<file path="config.mk">
export PLATFORM = sky130hd
export DESIGN_NAME = uart_rxbuf
export DESIGN_NICKNAME = d
export VERILOG_FILES = /design/src/rtl/uart_rxbuf_pkg.sv /design/src/rtl/uart_rxbuf_store.sv /design/src/rtl/uart_rxbuf_ctrl.sv /design/src/rtl/uart_rxbuf_irq.sv /design/src/rtl/uart_rxbuf.sv
export SDC_FILE = /design/constraint.sdc
export NUM_CORES = 1
export LEC_CHECK = 0
export BUFFER_PORTS_ARGS = -buffer_cell sky130_fd_sc_hd__buf_4
export CORE_MARGIN = 4
export CORE_UTILIZATION = 55
export DETAILED_ROUTE_END_ITERATION = 6
export GPL_TIMING_DRIVEN = 0
export PLACE_DENSITY = 0.68
export SYNTH_ARGS = -nofsm -noshare
export SYNTH_HDL_FRONTEND = slang
export SYNTH_SLANG_ARGS = --single-unit
</file>
<file path="constraint.sdc">
create_clock -name clk -period 6.26 [get_ports clk]
set_clock_uncertainty 0.1 [all_clocks]
set_input_delay 0.939 -clock clk [delete_from_list [all_inputs] [get_ports clk]]
set_output_delay 0.939 -clock clk [all_outputs]
set_load 0.05 [all_outputs]
</file>
<file path="src/rtl/uart_rxbuf_pkg.sv">
package uart_rxbuf_pkg;

    typedef enum logic [1:0] {
        FILL_EMPTY = 2'd0,
        FILL_PART  = 2'd1,
        FILL_FULL  = 2'd2
    } fill_state_e;

endpackage

</file>
<file path="src/rtl/uart_rxbuf_store.sv">
module uart_rxbuf_store #(
    parameter int WORD_W = 12,
    parameter int DEPTH  = 16,
    localparam int PTR_W = $clog2(DEPTH)
) (
    input  logic              clk,
    input  logic              rst_n,
    input  logic              wr_en,
    input  logic [PTR_W-1:0]  wr_ptr,
    input  logic [WORD_W-1:0] wr_word,
    input  logic [PTR_W-1:0]  rd_ptr,
    output logic [WORD_W-1:0] rd_word
);

    logic [WORD_W-1:0] slot_q [DEPTH];

    for (genvar gi = 0; gi < DEPTH; gi++) begin : g_slot
        always_ff @(posedge clk or negedge rst_n) begin
            if (!rst_n) begin
                slot_q[gi] <= '0;
            end else if (wr_en && (wr_ptr == PTR_W'(gi))) begin
                slot_q[gi] <= wr_word;
            end
        end
    end

    assign rd_word = slot_q[rd_ptr];

endmodule

</file>
<file path="src/rtl/uart_rxbuf_ctrl.sv">
module uart_rxbuf_ctrl
    import uart_rxbuf_pkg::*;
#(
    parameter int DEPTH  = 16,
    localparam int PTR_W = $clog2(DEPTH),
    localparam int CNT_W = $clog2(DEPTH + 1)
) (
    input  logic             clk,
    input  logic             rst_n,
    input  logic             fifo_en,
    input  logic             push_req,
    input  logic             pop_req,
    output logic             mode_q,
    output logic             flush,
    output logic             push_go,
    output logic             pop_take,
    output logic             pop_go,
    output logic [CNT_W-1:0] cnt_nxt,
    output logic [PTR_W-1:0] rd_ptr,
    output logic [PTR_W-1:0] wr_ptr,
    output logic             can_accept,
    output logic             is_empty,
    output logic             is_full
);

    fill_state_e      state_q, state_d;
    logic [CNT_W-1:0] cnt_q;
    logic [PTR_W-1:0] rd_q, rd_d;
    logic [CNT_W-1:0] cap_val;
    logic [CNT_W:0]   slot_sum;

    // capacity follows the registered mode
    assign cap_val    = mode_q ? CNT_W'(DEPTH) : CNT_W'(1);
    assign flush      = (fifo_en != mode_q);
    assign can_accept = (cnt_q < cap_val);
    assign push_go    = !flush && push_req && can_accept;
    assign pop_take   = !flush && pop_req;
    assign pop_go     = pop_take && (cnt_q != '0);

    always_comb begin
        if (flush) begin
            cnt_nxt = '0;
        end else begin
            cnt_nxt = cnt_q + CNT_W'(push_go) - CNT_W'(pop_go);
        end
    end

    // write slot: (read position + count) modulo depth
    always_comb begin
        slot_sum = {1'b0, cnt_q} + (CNT_W + 1)'(rd_q);
        if (slot_sum >= (CNT_W + 1)'(DEPTH)) begin
            slot_sum = slot_sum - (CNT_W + 1)'(DEPTH);
        end
        wr_ptr = PTR_W'(slot_sum);
    end

    always_comb begin
        rd_d = rd_q;
        if (flush) begin
            rd_d = '0;
        end else if (pop_go) begin
            rd_d = (rd_q == PTR_W'(DEPTH - 1)) ? '0 : rd_q + PTR_W'(1);
        end
    end

    // next-state decode
    always_comb begin
        state_d = state_q;
        unique case (state_q)
            FILL_EMPTY: begin
                if (flush) begin
                    state_d = FILL_EMPTY;                  // flush
                end else if (push_go) begin
                    state_d = (cnt_nxt == cap_val) ? FILL_FULL   // fill_one
                                                   : FILL_PART;  // fill
                end
            end
            FILL_PART: begin
                if (flush || cnt_nxt == '0) begin
                    state_d = FILL_EMPTY;                  // flush / drain
                end else if (cnt_nxt == cap_val) begin
                    state_d = FILL_FULL;                   // top_up
                end
            end
            FILL_FULL: begin
                if (flush || cnt_nxt == '0) begin
                    state_d = FILL_EMPTY;                  // flush / unload_last
                end else if (cnt_nxt < cap_val) begin
                    state_d = FILL_PART;                   // unload
                end
            end
            default: state_d = FILL_EMPTY;
        endcase
    end

    // state register
    always_ff @(posedge clk or negedge rst_n) begin
        if (!rst_n) begin
            state_q <= FILL_EMPTY;
            cnt_q   <= '0;
            rd_q    <= '0;
            mode_q  <= 1'b0;
        end else begin
            state_q <= state_d;
            cnt_q   <= cnt_nxt;
            rd_q    <= rd_d;
            mode_q  <= fifo_en;
        end
    end

    // outputs
    always_comb begin
        is_empty = (state_q == FILL_EMPTY);
        is_full  = (state_q == FILL_FULL);
        rd_ptr   = rd_q;
    end

endmodule

</file>
<file path="src/rtl/uart_rxbuf_irq.sv">
module uart_rxbuf_irq #(
    parameter int STAT_W   = 4,
    parameter int CNT_W    = 5,
    parameter int TRIG_LVL = 1
) (
    input  logic              clk,
    input  logic              rst_n,
    input  logic              push_go,
    input  logic              pop_go,
    input  logic              pop_take,
    input  logic [CNT_W-1:0]  cnt_nxt,
    input  logic [STAT_W-1:0] head_stat,
    output logic              irq_q,
    output logic              raise_q,
    output logic              clear_q,
    output logic [STAT_W-1:0] stat_q
);

    logic raise_d, clear_d;

    assign raise_d = push_go && (cnt_nxt == CNT_W'(TRIG_LVL));
    assign clear_d = !raise_d && pop_go && (cnt_nxt == CNT_W'(TRIG_LVL - 1));

    always_ff @(posedge clk or negedge rst_n) begin
        if (!rst_n) begin
            irq_q   <= 1'b0;
            raise_q <= 1'b0;
            clear_q <= 1'b0;
            stat_q  <= '0;
        end else begin
            raise_q <= raise_d;
            clear_q <= clear_d;
            if (raise_d) begin
                irq_q <= 1'b1;
            end else if (clear_d) begin
                irq_q <= 1'b0;
            end
            if (pop_take) begin
                stat_q <= head_stat;
            end
        end
    end

endmodule

</file>
<file path="src/rtl/uart_rxbuf.sv">
module uart_rxbuf #(
    parameter int WORD_W    = 12,
    parameter int DEPTH     = 16,
    parameter int TRIG_LVL  = 1,
    parameter int BREAK_BIT = 10,
    localparam int PTR_W    = $clog2(DEPTH),
    localparam int CNT_W    = $clog2(DEPTH + 1),
    localparam int STAT_W   = WORD_W - 8
) (
    input  logic              clk,
    input  logic              rst_n,
    input  logic              fifo_en,
    input  logic              rx_valid,
    input  logic [WORD_W-1:0] rx_word,
    input  logic              rx_break,
    input  logic              rd_pop,
    output logic [WORD_W-1:0] rd_data,
    output logic [STAT_W-1:0] rd_status,
    output logic              rx_can_accept,
    output logic              rx_full,
    output logic              rx_empty,
    output logic              rx_irq,
    output logic              irq_raise,
    output logic              irq_clear
);

    localparam logic [WORD_W-1:0] BREAK_WORD = WORD_W'(1) << BREAK_BIT;

    logic             mode_q, flush, push_go, pop_take, pop_go;
    logic [CNT_W-1:0] cnt_nxt;
    logic [PTR_W-1:0] rd_ptr, wr_ptr;
    logic [WORD_W-1:0] wr_word;

    // a break outranks a data word in the same cycle
    assign wr_word = rx_break ? BREAK_WORD : rx_word;

    uart_rxbuf_ctrl #(.DEPTH(DEPTH)) ctrl_i (
        .clk        (clk),
        .rst_n      (rst_n),
        .fifo_en    (fifo_en),
        .push_req   (rx_valid | rx_break),
        .pop_req    (rd_pop),
        .mode_q     (mode_q),
        .flush      (flush),
        .push_go    (push_go),
        .pop_take   (pop_take),
        .pop_go     (pop_go),
        .cnt_nxt    (cnt_nxt),
        .rd_ptr     (rd_ptr),
        .wr_ptr     (wr_ptr),
        .can_accept (rx_can_accept),
        .is_empty   (rx_empty),
        .is_full    (rx_full)
    );

    uart_rxbuf_store #(.WORD_W(WORD_W), .DEPTH(DEPTH)) store_i (
        .clk     (clk),
        .rst_n   (rst_n),
        .wr_en   (push_go),
        .wr_ptr  (wr_ptr),
        .wr_word (wr_word),
        .rd_ptr  (rd_ptr),
        .rd_word (rd_data)
    );

    uart_rxbuf_irq #(.STAT_W(STAT_W), .CNT_W(CNT_W), .TRIG_LVL(TRIG_LVL)) irq_i (
        .clk       (clk),
        .rst_n     (rst_n),
        .push_go   (push_go),
        .pop_go    (pop_go),
        .pop_take  (pop_take),
        .cnt_nxt   (cnt_nxt),
        .head_stat (rd_data[WORD_W-1:8]),
        .irq_q     (rx_irq),
        .raise_q   (irq_raise),
        .clear_q   (irq_clear),
        .stat_q    (rd_status)
    );

endmodule

</file>
== Word-level counts from Yosys, hierarchy flattened ==
Index checks and enable logic that the tools add are counted.
W data, S select, Z words.

* Register bits: 211
* Input port bits: 18

* Add/subtract/negate cells: 5
* Order comparisons: 4
* Equal/unequal tests: 24
* Multiplexer cells: 20
* Bitwise gates (word level): 2
* Reduce and logical (&&, ||, !) cells: 33

{| class="wikitable"
|+ Operators by type and width
! cell !! count
|-
| $bmux W12 S4 || 1
|-
| $eq A4 B4 Y1 const B || 9
|-
| $mux W12 || 3
|-
| $logic_and A1 B1 Y1 || 23
|-
| $eq A4 B3 Y1 const B || 4
|-
| $mux W4 || 4
|-
| $mux W2 || 7
|-
| $lt A5 B5 Y1 || 2
|-
| $mux W5 || 2
|-
| $ne A3 B1 Y1 const B || 3
|-
| $eq A4 B2 Y1 const B || 2
|-
| $add A5 B4 Y6 || 1
|-
| $ge A6 B5 Y1 const B || 1
|-
| $pmux W2 S3 || 1
|-
| $add A5 B1 Y5 || 1
|-
| $eq A5 B1 Y1 const B || 1
|-
| $eq A5 B5 Y1 || 1
|-
| $ge A5 B5 Y1 const B || 1
|-
| $logic_not A5 Y1 || 1
|-
| $not A4 Y5 || 1
|-
| $reduce_bool A5 Y1 || 1
|-
| $sub A5 B1 Y5 || 1
|-
| $add A4 B1 Y4 const B || 1
|-
| $eq A4 B1 Y1 const B || 1
|-
| 12 further kinds || 15
|}

== Logic depth before layout (Yosys ltp) ==
Gate-level depths: netlist of the first run.

* Depth after elaboration: 14
* Depth in mapped cells: 18
* Gate-level depth less buffers: 16

== By module ==
A second synthesis of the first run with hierarchy kept.

* Cell total of the unflattened synthesis: 681
* Area total of the unflattened synthesis: 10027.1 um^2

{| class="wikitable"
|+ Modules (own cells, without submodules)
! module !! times used !! cells an instance !! area an instance (um^2)
|-
| uart_rxbuf_store || 1 || 538 || 8628.3
|-
| uart_rxbuf_ctrl || 1 || 112 || 1027.2
|-
| uart_rxbuf_irq || 1 || 17 || 277.8
|-
| uart_rxbuf || 1 || 14 || 93.8
|}

== Worst setup path before layout of the first run ==
No wires, ideal clock.

* Path type: input to register
* Start point: input port fifo_en
* End point: register irq_i.irq_q
* Setup time: 65 ps
* Arrival: 3652 ps
* Data required time: 6095 ps
* Slack: 2443 ps
* Cell stages on the path: 15
* Path buffers: 1
* Cells stage by stage: xnor2_2 o21ai_2 nor3_4 buf_6 inv_1 ha_1 inv_1 ha_1 fa_1 nand2b_1 a21oi_1 xnor2_1 or4b_1 nor3_1 a21o_1

* Longest elaborated chain between the ends: 13

{| class="wikitable"
|+ RTL lines
! element !! RTL line !! RTL
|-
| start: declaration || uart_rxbuf.sv:12 || <nowiki>input logic fifo_en,</nowiki>
|-
| $ne A1 B1 Y1 (*) || uart_rxbuf_ctrl.sv:34 || <nowiki>assign flush = (fifo_en != mode_q);</nowiki>
|-
| $logic_not A1 Y1 || uart_rxbuf_ctrl.sv:36, uart_rxbuf_ctrl.sv:37 ||
|-
| $logic_and A1 B1 Y1 (2 in series) || uart_rxbuf_ctrl.sv:36 || <nowiki>assign push_go = !flush && push_req && can_accept;</nowiki>
|-
| $add A5 B1 Y5 || uart_rxbuf_ctrl.sv:44 || <nowiki>cnt_nxt = cnt_q + CNT_W'(push_go) - CNT_W'(pop_go);</nowiki>
|-
| $sub A5 B1 Y5 || uart_rxbuf_ctrl.sv:44 ||
|-
| $mux W5 || uart_rxbuf_ctrl.sv:41 || <nowiki>if (flush) begin</nowiki>
|-
| $eq A5 B1 Y1 || uart_rxbuf_irq.sv:21 || <nowiki>assign raise_d = push_go && (cnt_nxt == CNT_W'(TRIG_LVL));</nowiki>
|-
| $logic_and A1 B1 Y1 (*) || uart_rxbuf_irq.sv:21 ||
|-
| named net irq_i.raise_d || uart_rxbuf_irq.sv:19 || <nowiki>logic raise_d, clear_d;</nowiki>
|-
| $logic_not A1 Y1 || uart_rxbuf_irq.sv:22 || <nowiki>assign clear_d = !raise_d && pop_go && (cnt_nxt == CNT_W'(TRIG_LVL - 1));</nowiki>
|-
| $logic_and A1 B1 Y1 (2 in series) || uart_rxbuf_irq.sv:22 ||
|-
| $reduce_bool A2 Y1 (no source line) || -- ||
|-
| end signal: assignment || uart_rxbuf_irq.sv:26 || <nowiki>irq_q <= 1'b0;</nowiki>
|-
| end signal: assignment || uart_rxbuf_irq.sv:34 || <nowiki>irq_q <= 1'b1;</nowiki>
|-
| end signal: assignment || uart_rxbuf_irq.sv:36 || <nowiki>irq_q <= 1'b0;</nowiki>
|-
| end: declaration || uart_rxbuf_irq.sv:13 || <nowiki>output logic irq_q,</nowiki>
|}

The timed path passes the listed nets; every way through them passes the cells marked *.
A chain may end at the register's enable or synchronous reset.

== Final worst setup path of the first run ==
* Start point: register ctrl_i.rd_q[1], in the netlist ctrl_i.rd_ptr[1]
* End point: output port rd_data[4]

* Longest elaborated chain between the ends: 4

{| class="wikitable"
|+ RTL lines
! element !! RTL line !! RTL
|-
| start: declaration || uart_rxbuf_ctrl.sv:28 || <nowiki>logic [PTR_W-1:0] rd_q, rd_d;</nowiki>
|-
| start signal: assignment || uart_rxbuf_ctrl.sv:106 || <nowiki>rd_q <= rd_d;</nowiki>
|-
| $not A4 Y5 (implied by the code) || uart_rxbuf_store.sv:27 || <nowiki>assign rd_word = slot_q[rd_ptr];</nowiki>
|-
| $bmux W12 S4 || uart_rxbuf_store.sv:27 ||
|-
| $mux W12 (implied by the code) (2 in series) || uart_rxbuf_store.sv:27 ||
|-
| end: declaration || uart_rxbuf.sv:17 || <nowiki>output logic [WORD_W-1:0] rd_data,</nowiki>
|}

Every way passes these cells. The select of a mux whose other input is x is not followed.

==> summary.md, run 1 <==
| Metric | Value |
|---|---|
| Sequential fraction of the synthesis area | 51.50% |
| Outcome | finished, final reports clean |
| Pre-CTS setup slack | 1.755 ns |
| Die ar. | 0.02089 mm² |
| ANT cells | 0 |
| Slew margin rel. | 35.67% |
| Worst reg-to-reg path cell count | 17 |
| Most common flop cell mapped by yosys | dfrtp_1 |
| Sw Ratio | 32.47% |
| CORE AREA | 0.01815 mm² |
| NetSw | 0.001694 W |
| Die Y | 144.5 µm |
| Synth Area in XOR/XNOR | 1.172% |
| # hold bufs at CTS | 0 |
| Critical Path Start | ctrl_i.rd_ptr[1] |
| Max stage delay on crit path | 0.75 ns |
| Least-Margin Pin Slew | 0.9649 ns |
| Final HPWL DP | 16.22 mm |
| Filler cell count | 1326 |
| Latest clock arrival within the worst-skew pair | 0.51 ns |
| Final setup vio count | 0 |
| Post-Synth Simple-Gate Area | 5.236% |
| Post-cts resize count | 0 |
| Fin. max-slew vios | 0 |
| CP cell instances | clkbuf_1 -> clkbuf_1 -> mux4_2 -> mux4_2 -> buf_4 |
| Drt pass-1 iters | 4 |
| Power Internal | 0.003523 W |
| CTS Buf Count | 24 |
| Grt total ovfl | 0 |
| Syn Nets | 715 |
| Pwr dens | 446.4 mW/mm² |
| Largest net degree at the start of global routing | 135 |
| Synth Area in Compound Gates | 2.477% |
| Final hold vios | 0 |
| Cell count after synthesis | 682 |
| Number of synthesized flops with an enable pin | 0 |
| Area growth from synthesis to final layout | 13.99% |
| Share of synthesized registers carrying an async set or reset | 100.0% |
| Post-synthesis mux area share | 33.34% |
| Post-Syn Area | 0.01025 mm² |
| Max stage delay cell, worst path | clkbuf_1 |
| Clock buffer depth | 3 |
| GRT Total Usage | 23.28% |
| TNS Setup | 0 ns |
| Htree depth | 1 |
| Min Tclk post-route | 4.197 ns |
| Vias per Instance | 6.021 |
| DR vias | 5985 |
| Synth unique cells | 45 |
| End of the critical path | rd_data[4] |
| Reg2Reg Capture Point | irq_i.irq_q |
| Share of cells above drive strength 1 | 41.05% |
| Commonest non-fill, non-tap cell in the layout | dfrtp_1 |
| Starting Density | 56.49% |
| Cell depth of the worst setup path | 5 |
| Drt initial violations | 279 |
| Placed cell area | 0.01087 mm² |
| Root cell of the clock tree | clkbuf_16 |
| Adder and majority gate portion of the synthesized area | 1.977% |
| Sink Count | 211 |
| CP Class | register to output port |
| Initial antenna violation count | 0 |
| R2r setup slk | 2.21 ns |
| Most frequent cells in the layout | 211 x dfrtp_1, 119 x mux2_2, 56 x mux4_2 |
| Port-buffer cells | 39 |
| Largest family of logic cells by synthesized area | multiplexers |
| Die W | 144.5 µm |
| Hold Path Class | primary input to async pin |
| CP bufs+invs | 3 |
| Final WS setup | 2.063 ns |
| Vias in the first global route | 6577 |
| Routed length per placed instance | 23.44 µm |
| Worst endpoint required time | 5.22 ns |
| Worst VDD drop | 0.1962 mV |
| Clock share of power | 27.3% |
| Avg Cell Area, Syn | 15.03 µm² |
| Drt total wl | 23.30 mm |
| Flop pwr share | 38.3% |
| Leakage | 5.505 nW |
| Yosys warns | 0 |
| Remaining DRCs | 0 |
| Worst hold slack | 0.2777 ns |
| CTS clk-pin slew, worst paths | 0.06 ns |
| Maximum achievable frequency | 0.2383 GHz |
| Placer congestion estimate | 0.8593 |
| Register bit total from synthesis | 211 |
| Crit start category | register |
| Reg2Reg Launch Point | ctrl_i.cnt_q[1] |
| Number of setup buffers added after CTS | 0 |
| NumNets Final | 781 |
| CTS tree | built |
| CP Capture Type | output port |
| Data arrival, critical path | 3.16 ns |
| Row cnt | 49 |
| Post-route ant nets | 0 |
| Fin crit share | 67.04% |
| Worst-path maximum fanout | 10 |
| Combinational share of power | 34.3% |
| Total of max-cap violations | 0 |
| First-pass GRT wire length | 36.89 mm |
| Crit-path leading delay family | buffers and inverters |
| RSZ-0062 raised after global routing | no |
| Num ports | 40 |
| Final design area excluding fillers | 0.01169 mm² |
through the flow:
step | util [%] | cells | total power [W]
finish | 64.40 | 994 | 0.005216
global placement | 59.69 | 950 | 0.003704
detailed placement | 59.88 | 951 | 0.003806
floorplan | - | 682 | 0.003298
global route | 64.40 | 994 | 0.005477
CTS | 64.40 | 994 | 0.005246
power by group through the flow:
stage                     Clock (W)  Combinational, W  Sequential, W
after floorplan                   0           0.00130        0.00200
after global placement            0           0.00172        0.00198
after detailed placement          0           0.00179        0.00202
after CTS                   0.00145           0.00180        0.00200
after global routing        0.00150           0.00193        0.00205
final                       0.00143           0.00179        0.00200
synthesized netlist by cell type, drive strengths merged (7+ instances only):
cell type  count  area (µm²)
dfrtp        211        5280
mux2         180        2087
mux4          56        1261
buf           40       312.8
nor2          32       122.6
a21oi         26       141.4
clkbuf        22       82.58
nor2b         17       106.4
ha            13       162.7
inv           12       45.04
and4           9       78.83
and4b          7       70.07
mux2i          7       70.07
nand2          7       26.28
xnor2          7       68.82
layer usage:
metal	wire [µm]	track usage, %	part of all wire, %
met5	0	0	0
met2	11400	38.28	49
met1	10340	32.44	44
met4	546	6.284	2.3
met3	1007	4.034	4.3
logic make-up (layout without fill, tap and decap cells):
| family | count (synthesis) | count (layout) |
|---|---|---|
| DFF | 211 | 211 |
| xor gates and xnor gates | 12 | 12 |
| adders and majority gates | 15 | 15 |
| AOI/OAI and AO/OA | 42 | 42 |
| buffers and inverters | 74 | 157 |
| and+or+nand+nor | 85 | 85 |
| muxes | 243 | 243 |
registers in the layout, summed over array words and instances (netlist names), 2 cells and up:
register,flops
ctrl_i.rd_ptr,4
ctrl_i.cnt_q,5
ctrl_i.state_q,2
store_i.slot_q,192
irq_i.stat_q,4
how the worst min path moves through the flow:
stage	startpoint	endpoint	slack [ns]	cells past startpoint
floorplan	store_i.slot_q[114]	store_i.slot_q[114]	0.35	1
global placement	store_i.slot_q[92]	store_i.slot_q[92]	0.36	1
detailed placement	store_i.slot_q[67]	store_i.slot_q[67]	0.37	1
CTS	rst_n	ctrl_i.mode_q	0.33	1
global route	rst_n	ctrl_i.mode_q	0.35	1
finish	rst_n	ctrl_i.mode_q	0.28	1
final cells by class:
type / count / area (µm²) / area share [%]
Clock buffer: 42 / 789.5 / 6.756
Buffer: 62 / 395.4 / 3.383
Inverter: 12 / 45.04 / 0.3854
Timing Repair Buffer: 40 / 327.8 / 2.805
Clock inverter: 1 / 30.03 / 0.2570
Tap cell: 229 / 286.5 / 2.452
Sequential cell: 211 / 5280 / 45.18
Multi-Input combinational cell: 397 / 4532 / 38.78
No activity file was read; power rests on OpenSTA's default activity.
==> inputs of run 2 (changes only) <==
ABC_AREA = 1   (was unset)
clock period = 4 ns   (was 6.26 ns; I/O delays follow)
==> summary.md, run 2 <==
| Metric | Value |
|---|---|
| Placer congestion estimate | 0.9201 |
| Crit start category | register |
| Commonest non-fill, non-tap cell in the layout | o21ai_0 |
| Final setup vio count | 0 |
| Largest register by flop count | store_i.slot_q |
| Total of max-cap violations | 0 |
| Final hold vios | 0 |
| Adder and majority gate portion of the synthesized area | 2.087% |
| TNS Setup | 0 ns |
| Post-synth top area share | 54.35% |
| Worst-path maximum fanout | 10 |
| NumNets Final | 1260 |
| RSZ-0062 raised after global routing | no |
| CORE AREA | 0.01730 mm² |
| Routed length per placed instance | 21.03 µm |
| Die W | 140.9 µm |
| Die ar. | 0.01985 mm² |
| Outcome | finished, final reports clean |
| Reg2Reg Capture Point | irq_i.irq_q |
| Final HPWL DP | 21.26 mm |
| Share of cells above drive strength 1 | 8.528% |
| CTS tree | built |
| Drt total wl | 30.88 mm |
| Worst reg-to-reg path cell count | 17 |
| CTS clk-pin slew, worst paths | 0.06 ns |
| Ranking of synthesized cells by area | dfrtp_1 54%, o21ai_0 15%, nand2_1 11% |
| Initial antenna violation count | 0 |
| Number of synthesized flops with an enable pin | 0 |
| Worst hold slack | 0.1403 ns |
| Share of synthesized registers carrying an async set or reset | 100.0% |
| Post-Syn Area | 0.009714 mm² |
| CP Capture Type | output port |
| R2r setup slk | 0.36 ns |
| Synth Area in Compound Gates | 19.94% |
| Dominant cell type by area after synthesis | dfrtp_1 |
| Filler cell count | 1531 |
| Final WS setup | 0.1191 ns |
| Die Y | 140.9 µm |
| Post-Synth Simple-Gate Area | 18.42% |
| Least-Margin Pin Slew | 0.7384 ns |
| Area growth from synthesis to final layout | 14.13% |
| Syn Nets | 1192 |
| Synth unique cells | 29 |
| Post-synthesis mux area share | 0% |
| Drt initial violations | 1060 |
| Hold Path Class | primary input to register |
| Fin crit share | 97.02% |
| Pre-CTS setup slack | -0.2364 ns |
| Row cnt | 48 |
| Min Tclk post-route | 3.881 ns |
| Port-buffer cells | 39 |
| Starting Density | 56.16% |
| Worst VDD drop | 0.4723 mV |
| Largest net degree at the start of global routing | 89 |
| Sink Count | 211 |
| Max reg flops | 192 |
| Placed Instances | 1425 |
| CTS Buf Count | 23 |
| Critical Path Start | ctrl_i.rd_ptr[0] |
| Maximum achievable frequency | 0.2577 GHz |
| CP Class | register to output port |
| Num ports | 40 |
| Drt pass-1 iters | 6 |
| Vias per Instance | 6.048 |
| Worst endpoint required time | 3.30 ns |
| Synth Area in XOR/XNOR | 0.3606% |
| First-pass GRT wire length | 48.09 mm |
| Most common flop cell mapped by yosys | dfrtp_1 |
| Slew margin rel. | 50.77% |
| Sequential fraction of the synthesis area | 54.35% |
| DR vias | 8878 |
| Data arrival, critical path | 3.18 ns |
| Register bit total from synthesis | 211 |
| GRT Total Usage | 31.38% |
| ANT cells | 0 |
| Cell count after synthesis | 1159 |
| Most frequent cells in the layout | 284 x o21ai_0, 278 x nand2_1, 210 x dfrtp_1 |
| Post-synth top cells | 284 x o21ai_0, 278 x nand2_1, 211 x dfrtp_1 |
| Root cell of the clock tree | clkbuf_16 |
| Avg Cell Area, Syn | 8.382 µm² |
| Yosys warns | 0 |
| End of the critical path | rd_data[2] |
| Largest family of logic cells by synthesized area | compound AO/OA/AOI/OAI gates |
| Post-route ant nets | 0 |
| Final Non-Filler Cells | 1468 |
| Leakage | 5.134 nW |
| Grt total ovfl | 0 |
| Remaining DRCs | 0 |
| Clock buffer depth | 3 |
| Fin. max-slew vios | 0 |
| Pwr dens | 729.6 mW/mm² |
| Htree depth | 1 |
| Vias in the first global route | 8385 |
| Latest clock arrival within the worst-skew pair | 0.53 ns |
| Regs by FF count | store_i.slot_q x192, ctrl_i.cnt_q x5 |
| Count leader, synth | o21ai_0 |
| Reg2Reg Launch Point | ctrl_i.mode_q |
run 2: area by class of cell:
cell class              instances  area [µm²]  share of cell area, %
inverters                      39       148.9                  1.343
multi-input cells             828        3974                  35.84
plain buffers                  81       324.1                  2.923
flip-flops and latches        211        5281                  47.64
clock buffers                  36       664.4                  5.993
repair buffers                 43       372.9                  3.363
well taps                     225       281.5                  2.539
clock inverters                 5       40.04                 0.3611
run 2: report_power, final:
| group | total [W] | leakage [nW] | internal (W) | switching, W |
|---|---|---|---|---|
| Sequential | 0.00314 | 2.86 | 0.00278 | 0.000362 |
| Combinational | 0.00293 | 1.92 | 0.000915 | 0.00202 |
| Clock | 0.00202 | 0.348 | 0.00115 | 0.000871 |
run 2: worst min path at each step:
stage | startpoint | end | slack [ns] | cells after the start
4_1_cts | fifo_en | ctrl_i.mode_q | 0.13 | 1
3_3_place_gp | store_i.slot_q[73] | store_i.slot_q[73] | 0.36 | 2
2_1_floorplan | rst_n | ctrl_i.cnt_q[0] | 0.20 | 0
5_1_grt | fifo_en | ctrl_i.mode_q | 0.13 | 1
6_report | fifo_en | ctrl_i.mode_q | 0.14 | 1
3_5_place_dp | store_i.slot_q[122] | store_i.slot_q[122] | 0.37 | 2
run 2: logic make-up (layout without fill, tap and decap cells):
logic type / after synthesis / in the layout
AND/OR/NAND/NOR: 448 / 448
AO/OA/AOI/OAI: 361 / 361
flip-flops: 211 / 211
buffers and inverters: 120 / 204
adder cells (fa/ha/maj): 15 / 15
XOR/XNOR: 4 / 4
run 2: critical path: stages, from the launching register on:
cell and delay, ns:
dfrtp_1 0.41, clkbuf_1 0.21, clkinv_1 0.20, clkbuf_1 0.43, clkbuf_1 0.56, o21ai_0 0.18, o22ai_1 0.18, nand2_1 0.10
nand3_1 0.17, buf_4 0.22
run 2: timing repair:
action                     CTS  global route
hold buffers                 1             0
resized for setup            0             7
setup endpoints to repair    0             7
hold endpoints to repair    56             0
buffers inserted             0             1
run 2: routing by layer:
layer	up-vias	GRT usage (%)	wire length, µm
li1	4039	-	-
met1	4291	48.61	13600
met2	467	45.16	13060
met3	81	5.156	3030
met4	0	10.50	1192
met5	-	0	0
run 2: per-stage QoR:
stage	instance area, µm²	utilization [%]	total power (W)
final	11090	64.10	0.008089
after floorplan	9714	-	0.005069
after CTS	11070	63.98	0.008051
after global routing	11090	64.10	0.008574
after detailed placement	10350	59.85	0.006041
after global placement	10290	59.48	0.005963
==> inputs of run 3 (changes only) <==
CORE_UTILIZATION = 40   (was 55)
PLACE_DENSITY = 0.52   (was 0.68)
TNS_END_PERCENT = 30   (was unset)
==> summary.md, run 3 (synthesis results as in run 2) <==
| Metric | Value |
|---|---|
| Power Internal | 0.004980 W |
| Worst-path maximum fanout | 10 |
| Placed cell area | 0.01044 mm² |
| Slew margin rel. | 44.58% |
| Crit start category | register |
| DR vias | 8592 |
| CP Class | register to output port |
| Final HPWL DP | 22.64 mm |
| Largest register by flop count | store_i.slot_q |
| Global route hottest layer | met2 |
| Worst endpoint required time | 3.30 ns |
| Routed length per placed instance | 21.12 µm |
| CP cell instances | clkbuf_1 -> clkbuf_1 -> o221ai_1 -> o211ai_1 -> nand3_1 -> buf_4 |
| Clock share of power | 26.5% |
| Drt total wl | 33.05 mm |
| CTS tree | built |
| Num ports | 40 |
| Max stage delay cell, worst path | clkbuf_1 |
| Reg2Reg Launch Point | ctrl_i.cnt_q[1] |
| Final setup vio count | 0 |
| Pwr dens | 735.6 mW/mm² |
| Outcome | finished with violations |
| Vias per Instance | 5.490 |
| Port-buffer cells | 39 |
| RSZ-0062 raised after global routing | no |
| Data arrival, critical path | 3.24 ns |
| Regs by FF count | store_i.slot_q x192, ctrl_i.cnt_q x5 |
| Area growth from synthesis to final layout | 15.89% |
| Met3 Use GR | 5.119% |
| Remaining DRCs | 0 |
| Fin crit share | 98.57% |
| Flop pwr share | 37.8% |
| Hold Path Class | primary input to async pin |
| Worst VDD drop | 0.4038 mV |
| NetSw | 0.003302 W |
| Crit path top cell by count | clkbuf_1 |
| Commonest non-fill, non-tap cell in the layout | o21ai_0 |
| R2r setup slk | 0.38 ns |
| Max reg flops | 192 |
| Fin. max-slew vios | 0 |
| Initial antenna violation count | 0 |
| Pre-CTS setup slack | -0.3478 ns |
| Htree depth | 1 |
| Combinational share of power | 35.7% |
| Sw Ratio | 39.87% |
| Die W | 163.8 µm |
| Least-Margin Pin Slew | 0.8314 ns |
| Placer congestion estimate | 0.8688 |
| First-pass GRT wire length | 51.39 mm |
| CORE AREA | 0.02368 mm² |
| Final hold vios | 10 |
| Met2 Usage GRT | 38.12% |
| Min Tclk post-route | 3.943 ns |
| Leakage | 5.164 nW |
| Die Y | 163.8 µm |
| Die ar. | 0.02684 mm² |
| Worst hold slack | -0.03397 ns |
| Drt initial violations | 735 |
| Failing checks | negative hold slack |
| Post-route ant nets | 0 |
| Worst reg-to-reg path cell count | 19 |
| GRT Total Usage | 25.23% |
| Vias in the first global route | 8403 |
| Clock buffer depth | 3 |
| Starting Density | 41.02% |
| Latest clock arrival within the worst-skew pair | 0.53 ns |
| Total of max-cap violations | 0 |
| Most frequent cells in the layout | 284 x o21ai_0, 277 x nand2_1, 210 x dfrtp_1 |
| Reg2Reg Capture Point | irq_i.irq_q |
| Sink Count | 211 |
| # hold bufs at CTS | 0 |
| M1 GR Usage | 37.11% |
| Root cell of the clock tree | clkbuf_16 |
| Share of cells above drive strength 1 | 9.157% |
| CP Capture Type | output port |
| Max stage delay on crit path | 0.58 ns |
| NumNets Final | 1260 |
| Drt pass-1 iters | 5 |
| Final design area excluding fillers | 0.01126 mm² |
| CTS clk-pin slew, worst paths | 0.06 ns |
| Filler cell count | 2430 |
| Final WS setup | 0.05706 ns |
| Row cnt | 56 |
| Grt total ovfl | 0 |
| Largest net degree at the start of global routing | 113 |
| CTS Buf Count | 25 |
| Maximum achievable frequency | 0.2536 GHz |
| Power Total | 0.008282 W |
run 3: cell count changes in the layout (fill, tap and decap cells not counted), sizes merged:
cell	previous run	this run
clkbuf	107	114
clkinv	5	1
diode	0	1
dlygate4sd3	1	0
clkinvlp	0	1
buf	52	51
run 3: per-layer routing:
metal  up-vias  part of all wire [%]
met5         -                     0
met4         0                   2.6
met3        49                   7.1
met2       282                    44
met1      4219                    46
li1       4042                     -
run 3: what timing repair did:
| action | CTS | global route |
|---|---|---|
| resized for setup | 2 | 16 |
| pin swaps | 0 | 1 |
| endpoints found under the setup margin | 7 | 15 |
| setup buffers | 0 | 1 |
run 3: layout make-up:
cell class,count,area (µm²),share of cell area (%)
Timing Repair Buffer,41,335.3,2.978
Buffer,81,330.3,2.934
Antenna cell,1,2.502,0.02223
Tap cell,319,399.1,3.545
Clock inverter,2,17.52,0.1556
Clock buffer,43,763.2,6.779
Multi-Input combinational cell,828,3976,35.32
Sequential cell,211,5281,46.91
Inverter,39,152.6,1.356
run 3: power groups by stage:
stage / registers (W) / logic [W] / clock network, W
floorplan: 0.00316 / 0.00191 / 0
global placement: 0.00315 / 0.00290 / 0
detailed placement: 0.00315 / 0.00293 / 0
CTS: 0.00312 / 0.00294 / 0.00223
global route: 0.00321 / 0.00330 / 0.00232
finish: 0.00313 / 0.00295 / 0.00220
run 3: worst max-delay path by stage:
stage	startpoint	endpoint	slack (ns)	cells past startpoint
floorplan	ctrl_i.cnt_q[1]	ctrl_i.state_q[1]	0.11	19
global placement	fifo_en	irq_i.irq_q	-0.35	18
detailed placement	fifo_en	irq_i.irq_q	-0.35	18
global route	ctrl_i.rd_ptr[0]	rd_data[5]	0.003	8
finish	ctrl_i.rd_ptr[2]	rd_data[5]	0.06	6
CTS	ctrl_i.rd_ptr[0]	rd_data[6]	0.0001	8
run 3: through the flow:
stage          hold WS [ns]  cells  setup TNS, ns  util, %
2_1_floorplan        0.2044   1159              0        -
3_3_place_gp         0.3606   1517         -1.219    43.94
3_5_place_dp         0.3664   1518         -1.204    44.09
4_1_cts             0.04473   1563              0    47.40
5_1_grt             0.05273   1564              0    47.53
6_report           -0.03397   1565              0    47.54
run 3: worst max-delay path: cells and delay by family (launching register included):
family | cells | cell delay, ns
compound gates | 2 | 0.68
simple gates | 1 | 0.18
flops | 1 | 0.50
buf+inv | 3 | 1.33
